===== src/rtl/ssf_pkg.sv =====
package ssf_pkg;
  localparam int STAT_W  = 16;
  localparam int BYTE_W  = 8;
  localparam int NFLAG   = 5;
  localparam int ACT_BIT = 6;
  localparam int BFF_BIT = 5;
  localparam int FRM_BIT = 2;
  localparam int PAR_BIT = 1;
  localparam int OVR_BIT = 0;

  // index of each flag inside the flag vector
  localparam int IX_OVR = 0;
  localparam int IX_PAR = 1;
  localparam int IX_FRM = 2;
  localparam int IX_BFF = 3;
  localparam int IX_ACT = 4;

  typedef struct packed {
    logic [NFLAG-1:0] set;
    logic [NFLAG-1:0] clr;
  } ssf_evt_t;

  function automatic logic flag_next(input logic q, input logic s, input logic c);
    return s | (q & ~c);
  endfunction

  function automatic logic [STAT_W-1:0] pack_status(input logic [NFLAG-1:0] f);
    logic [STAT_W-1:0] w;
    w = '0;
    w[ACT_BIT] = f[IX_ACT];
    w[BFF_BIT] = f[IX_BFF];
    w[FRM_BIT] = f[IX_FRM];
    w[PAR_BIT] = f[IX_PAR];
    w[OVR_BIT] = f[IX_OVR];
    return w;
  endfunction

  function automatic logic [STAT_W-1:0] used_mask();
    return pack_status({NFLAG{1'b1}});
  endfunction
endpackage


===== src/rtl/ssf_event_dec.sv =====
module ssf_event_dec
  import ssf_pkg::*;
(
  input  logic     tx_en,
  input  logic     rx_en,
  input  logic     buf_wr,
  input  logic     buf_rd,
  input  logic     shift_load,
  input  logic     rx_store,
  input  logic     xfer_begin,
  input  logic     xfer_done,
  input  logic     frame_err,
  input  logic     parity_err,
  input  logic     cmd_start,
  input  logic     cmd_stop,
  input  logic     clr_frame,
  input  logic     clr_parity,
  input  logic     clr_ovr,
  input  logic     full_q,
  output ssf_evt_t evt,
  output logic     overrun_evt,
  output logic     rx_err_evt,
  output logic     cmd_evt,
  output logic     fill_evt
);
  always_comb begin
    overrun_evt = (buf_wr | rx_store) & full_q;
    rx_err_evt  = frame_err | parity_err;
    cmd_evt     = cmd_start | cmd_stop;
    fill_evt    = (buf_wr & tx_en) | (rx_store & rx_en);

    evt = '0;
    evt.set[IX_ACT] = xfer_begin;
    evt.clr[IX_ACT] = xfer_done | cmd_evt;
    evt.set[IX_BFF] = fill_evt | rx_err_evt;
    evt.clr[IX_BFF] = shift_load | buf_rd | cmd_evt;
    evt.set[IX_FRM] = frame_err;
    evt.clr[IX_FRM] = clr_frame;
    evt.set[IX_PAR] = parity_err;
    evt.clr[IX_PAR] = clr_parity;
    evt.set[IX_OVR] = overrun_evt;
    evt.clr[IX_OVR] = clr_ovr;
  end
endmodule


===== src/rtl/ssf_flag.sv =====
module ssf_flag
  import ssf_pkg::*;
#(
  parameter logic RST_VAL = 1'b0
) (
  input  logic clk,
  input  logic rst_n,
  input  logic set_i,
  input  logic clr_i,
  output logic q
);
  always_ff @(posedge clk or negedge rst_n) begin
    if (!rst_n) q <= RST_VAL;
    else        q <= flag_next(q, set_i, clr_i);
  end
endmodule


===== src/rtl/ssf_pack.sv =====
module ssf_pack
  import ssf_pkg::*;
(
  input  logic [NFLAG-1:0]  flags,
  output logic [STAT_W-1:0] word_o,
  output logic [BYTE_W-1:0] byte_o
);
  always_comb begin
    word_o = pack_status(flags);
    byte_o = word_o[BYTE_W-1:0];
  end
endmodule


===== src/rtl/ser_stat_flags.sv =====
module ser_stat_flags
  import ssf_pkg::*;
(
  input  logic              clk,
  input  logic              rst_n,
  input  logic              tx_en,
  input  logic              rx_en,
  input  logic              buf_wr,
  input  logic              buf_rd,
  input  logic              shift_load,
  input  logic              rx_store,
  input  logic              xfer_begin,
  input  logic              xfer_done,
  input  logic              frame_err,
  input  logic              parity_err,
  input  logic              cmd_start,
  input  logic              cmd_stop,
  input  logic              clr_frame,
  input  logic              clr_parity,
  input  logic              clr_ovr,
  input  logic              stat_wr,
  input  logic [STAT_W-1:0] stat_wdata,
  output logic [STAT_W-1:0] stat_word,
  output logic [BYTE_W-1:0] stat_byte
);
  ssf_evt_t         evt;
  logic [NFLAG-1:0] flag_q;
  logic             overrun_evt;
  logic             rx_err_evt;
  logic             cmd_evt;
  logic             fill_evt;
  logic             unused_stat_wr;

  // the status address is read-only: its write port is sunk here
  assign unused_stat_wr = stat_wr ^ (^stat_wdata);

  ssf_event_dec u_dec (
    .tx_en, .rx_en, .buf_wr, .buf_rd, .shift_load, .rx_store,
    .xfer_begin, .xfer_done, .frame_err, .parity_err,
    .cmd_start, .cmd_stop, .clr_frame, .clr_parity, .clr_ovr,
    .full_q      (flag_q[IX_BFF]),
    .evt         (evt),
    .overrun_evt (overrun_evt),
    .rx_err_evt  (rx_err_evt),
    .cmd_evt     (cmd_evt),
    .fill_evt    (fill_evt)
  );

  for (genvar i = 0; i < NFLAG; i++) begin : g_flag
    ssf_flag #(.RST_VAL(1'b0)) u_flag (
      .clk   (clk),
      .rst_n (rst_n),
      .set_i (evt.set[i]),
      .clr_i (evt.clr[i]),
      .q     (flag_q[i])
    );
  end

  ssf_pack u_pack (
    .flags  (flag_q),
    .word_o (stat_word),
    .byte_o (stat_byte)
  );
endmodule


===== config.mk =====
export PLATFORM = sky130hd
export DESIGN_NAME = ser_stat_flags
export DESIGN_NICKNAME = d
export VERILOG_FILES = /design/src/rtl/ssf_pkg.sv /design/src/rtl/ssf_event_dec.sv /design/src/rtl/ssf_flag.sv /design/src/rtl/ssf_pack.sv /design/src/rtl/ser_stat_flags.sv
export SDC_FILE = /design/constraint.sdc
export NUM_CORES = 1
export LEC_CHECK = 0
export ABC_CLOCK_PERIOD_IN_PS = 1000
export CAP_MARGIN = 10
export CORE_AREA = 2 2 39 41
export CTS_BUF_LIST = sky130_fd_sc_hd__clkbuf_4
export DETAILED_ROUTE_END_ITERATION = 16
export DIE_AREA = 0 0 41 43
export DONT_BUFFER_PORTS = 1
export HOLD_SLACK_MARGIN = 0.12
export SLEW_MARGIN = 25
export SYNTH_ARGS = -nofsm -noshare
export SYNTH_HDL_FRONTEND = slang
export SYNTH_HIERARCHICAL = 1
export SYNTH_SLANG_ARGS = --single-unit

===== constraint.sdc =====
create_clock -name clk -period 1 [get_ports clk]
set_input_delay 0.1 -clock clk [delete_from_list [all_inputs] [get_ports clk]]
set_output_delay 0.1 -clock clk [all_outputs]
set_load 0.01 [all_outputs]

Word level (Yosys, flattened, before mapping) --
Index checks and enable logic that the tools add are counted.
Word-level totals: register bits after elaboration 5, bits in latches 0, memory bits (writable) 0, memory bits (read-only) 0, input bits 34, output and inout bits 24, logic and storage cells 31, memories kept 0
Cells by class: add/subtract/negate cells 0, multipliers 0, div/mod/pow operators 0, order comparisons 0, equal/unequal tests 0, shift operators 0, muxes and demuxes 0, bitwise operators 26, reductions and logical operators 0
Operator list (count):
- $or A1 B1 Y1 | 13
- $and A1 B1 Y1 | 8
- $not A1 Y1 | 5

Logic depth before layout (Yosys ltp) --
depth after elaboration 5, gate-level depth with buffers 4, depth with buffers taken out 4

By module --
The synthesis kept the hierarchy.
Modules (own cells, without submodules):
- ssf_pack | instances 1, cells each 25, area each 183.9 um^2, seq. area each 0.0 um^2
- ssf_flag | instances 5, cells each 3, area each 36.3 um^2, seq. area each 25.0 um^2
- ssf_event_dec | instances 1, cells each 14, area each 100.1 um^2, seq. area each 0.0 um^2

Least setup slack after synthesis --
OpenSTA, ideal clock, no wires.
path kind reg-to-reg, start point reg g_flag[3].u_flag.q, end point reg g_flag[0].u_flag.q, library setup time 118 ps, data arrival time 730 ps, required time 882 ps, setup slack 152 ps, stages on the path, launching flop included 4, buffers on the path 1, period minus slack after synthesis 848 ps, cell sequence dfrtp_1 -> o21a_1 -> buf_4 -> a21o_1
Between the ends: cells in the longest elaborated chain, start to end 2
Ends and longest elaborated chain:
- start: declaration | line ssf_flag.sv:10 | output logic q
- start signal: assignment | line ssf_flag.sv:14 | else q <= flag_next(q, set_i, clr_i);
- $and A1 B1 Y1 | line ssf_event_dec.sv:27 | overrun_evt = (buf_wr | rx_store) & full_q;
- net overrun_evt | line ser_stat_flags.sv:28 | logic overrun_evt;
- $or A1 B1 Y1 | line ssf_pkg.sv:24 | return s | (q & ~c);
- end signal: assignment | line ssf_flag.sv:14
- end: declaration | line ssf_flag.sv:10
The timed path passes the listed nets, and every way through them passes these cells.

Final worst setup path --
start point reg g_flag[3].u_flag.q, end point out stat_byte[5]
RTL lines:
- end: declaration | line ser_stat_flags.sv:24 | output logic [BYTE_W-1:0] stat_byte
No word-level cell between the ends.

==> run summary <==
Counting the buffers created by CTS gives 3. In this run, post-CTS hold repair placed 9 buffers. Setup repair after global routing left no endpoint under its margin.

Across every metal layer, demand over resource in global routing totals 0.08149. The clock sink total is 5. TritonCTS built the clock tree. For this design, the slowest cell found on the critical path is sky130_fd_sc_hd__dfrtp_1.

The largest single stage delay on the critical path is 0.39 ns. The largest net degree at the start of global routing is 6. Of the total power, registers draw 0.411. The global-route congestion overflow total came out at 0. The initial standard-cell utilization of the core came out at 0.3363. The number of slew-limit violations in the final report came out at 0. The mean number of vias per cell came out at 3.848. The initial antenna violation count was 0. The horizontal extent of the die is 41 um. The area of the die came out at 1763 sq um. The final HPWL from detailed placement is 487.9 um. The average wire length per cell after detail routing is 9.652 um. The critical path capture point type is an output pin. The number of nets in the layout is 85.

The number of gates given a new drive strength after cts came out at 0. After clock tree synthesis, the clock-pin slew on the worst setup and hold paths is 0.04 ns. The final wirelength is 637 um. The number of port buffers is 0.

The switching power came out at 146.1 uW. The total DRC errors in the routed layout is 0. In this run the remaining antenna-violating nets after routing total 0. The maximum VDD drop is 0.0002678 V. The flow ran to the end, and the final reports show no timing, DRC or antenna violations. The leakage component of the power came out at 0.0002328 uW.

The tool flagged a number of max-cap violations equal to 0. The H-tree depth came out at 1. The net switching share of the total power is 0.2505. The worst setup path is launched from a flop. Of the total power, the clock network draws 0.438. The worst clock skew is 0.001892 ns. The area share of the largest cell type after synthesis came out at 0.5000. The number of post-CTS setup repair buffers came out at 0. The peak clock frequency supported by timing is 1.123 GHz. The global placer's final weighted congestion is 0.5587.

The async set-or-reset flop fraction in the synthesized netlist is 1.000. The time the worst path needs with I/O delays and setup is 0.8908 ns. From synthesis to final layout, the design area changed by -7.796%.

Data on the critical path arrives at its endpoint at 0.79 ns. The number of warnings issued by yosys came out at 6. The die is 43 um tall.

At the worst endpoint, the required time is 0.90 ns. The gate count of the mapped netlist came out at 54. The biggest area contributor in the post-synthesis netlist is sky130_fd_sc_hd__buf_4. The routed via count came out at 254. The core outline area came out at 1384 sq um.

The detailed-routing iteration count for the pre-antenna-repair pass came out at 2. The setup TNS is 0 ns. The maximum fanout count along the critical path came out at 3. The total power divided by cell area came out at 1358 nW/um^2.

The number of flip-flops in the largest register came out at 5. The share of the clock period used by the worst path after layout is 0.8908. For this run, the share of the core covered by cells in the final layout is 0.3101. By area the synthesized netlist is led by sky130_fd_sc_hd__buf_4, sky130_fd_sc_hd__dfrtp_1, sky130_fd_sc_hd__a21o_1. The power share of the combinational group came out at 0.151. The site row count came out at 14. The number of enable flip-flop cells after synthesis came out at 0.

The number of top-level design ports is 58. The design area came out at 429.2 sq um. The iteration-0 DRC count of the detailed router is 4.

The total count of hold-check failures in the final report is 0. Walking the worst path, the cells encountered are buf_4. The sequential-to-total area share from yosys stat is 0.2688. The first global-routing pass estimated 938 um of wire. The number of global-route vias before repair came out at 250. Each instance of the synthesized netlist takes up on average 8.619 sq um. Once placement finished, the instance area stood at 309.0 sq um. At the later pin of the worst-skew pair, clock insertion delay measures 0.24 ns.

The repair_antennas step left the layout with diodes totalling 0. The largest registers in the layout are g_flag.u_flag/q: 5 flops. Setup violations remaining at the end of the flow were counted as 0. Synthesis instantiated 9 different standard cells from the library.

The worst hold path belongs to the class in2async. The most used flip-flop cell after synthesis is sky130_fd_sc_hd__dfrtp_1. Clock tree synthesis selected as its root buffer the cell sky130_fd_sc_hd__clkbuf_4. The share of cells above drive strength 1 came out at 0.1000. The setup path with the least slack is of type reg2out. g_flag.u_flag/q holds more flip-flops than any other register. The synthesis-stage register bit count came out at 5. The internal power contribution came out at 436.9 uW. Among all cell types in the netlist, the one instantiated most often is sky130_fd_sc_hd__buf_4. The cell family contributing the most delay on the critical path is flip-flops. Fill cells in the final layout number 158. The number of buffers and inverters on the critical path came out at 1. After synthesis the cells add up to 465.4 sq um. Sorting the synthesized cells by how often they occur yields sky130_fd_sc_hd__buf_4, sky130_fd_sc_hd__a21o_1, sky130_fd_sc_hd__dfrtp_1, sky130_fd_sc_hd__inv_1, sky130_fd_sc_hd__or2_1.

In this run the deepest clock path goes through 2 buffers.
## kinds of logic after synthesis
family / after synthesis / share of synthesized area
other: 1 / 0.008057
DFF: 5 / 0.2688
and+or+nand+nor: 5 / 0.06720
AOI/OAI and AO/OA: 7 / 0.1156
buffers and inverters: 36 / 0.5403
## power by group through the flow
stage                     Combinational [uW]  Clock [uW]  Sequential [uW]
final                                   87.7         256              240
after global routing                    99.4         285              242
after CTS                               87.4         276              240
after detailed placement                54.7           0              243
after global placement                  54.4           0              243
after floorplan                          159           0              227
## stage by stage
stage | worst slack (ns) | instances | power, uW | hold WS, ns
finish | 0.1092 | 66 | 583.0 | 0.1545
global route | 0.07151 | 66 | 626.3 | 0.1634
CTS | 0.08878 | 66 | 603.6 | 0.1443
detailed placement | 0.1615 | 53 | 297.7 | -0.1955
global placement | 0.1643 | 53 | 297.0 | -0.1955
floorplan | 0.1516 | 67 | 386.6 | -0.1956
## area by class of cell
cell class              count  area, sq um  share of cell area
well taps                  16        20.02             0.04665
inverters                   5        18.77             0.04373
multi-input cells          26        137.6              0.3207
clock buffers               4        30.03             0.06997
flip-flops and latches      5        125.1              0.2915
repair buffers             10        97.59              0.2274
## cell usage in the layout, fill, tap and decap left out
master and count:
sky130_fd_sc_hd__a21o_1 5, sky130_fd_sc_hd__a22o_1 1, sky130_fd_sc_hd__buf_4 1, sky130_fd_sc_hd__clkbuf_4 4
sky130_fd_sc_hd__conb_1 14, sky130_fd_sc_hd__dfrtp_1 5, sky130_fd_sc_hd__dlygate4sd3_1 9, sky130_fd_sc_hd__inv_1 5
sky130_fd_sc_hd__o21a_1 1, sky130_fd_sc_hd__or2_1 3, sky130_fd_sc_hd__or3_1 2
## final timing paths
path	start	end	slack [ns]	depth (start not counted)
worst min-delay path	rst_n	g_flag[2].u_flag/q	0.15	1
worst max-delay path	g_flag[3].u_flag/q	stat_byte[5]	0.11	1
worst min register to register	g_flag[3].u_flag/q	g_flag[3].u_flag/q	0.51	1
min in group clk	rx_en	g_flag[3].u_flag/q	0.15	3
worst max register to register	g_flag[3].u_flag/q	g_flag[0].u_flag/q	0.24	2
max in group asynchronous	rst_n	g_flag[1].u_flag/q	0.65	1
## layer usage
metal | wire length [um] | vias up | track usage
li1 | - | 113 | -
met1 | 202 | 117 | 0.06472
met2 | 342 | 24 | 0.1344
met3 | 92 | 0 | 0.03141
met4 | 0 | 0 | 0.08000
met5 | 0 | - | 0
Note: power is estimated with default switching activity, not from simulation.
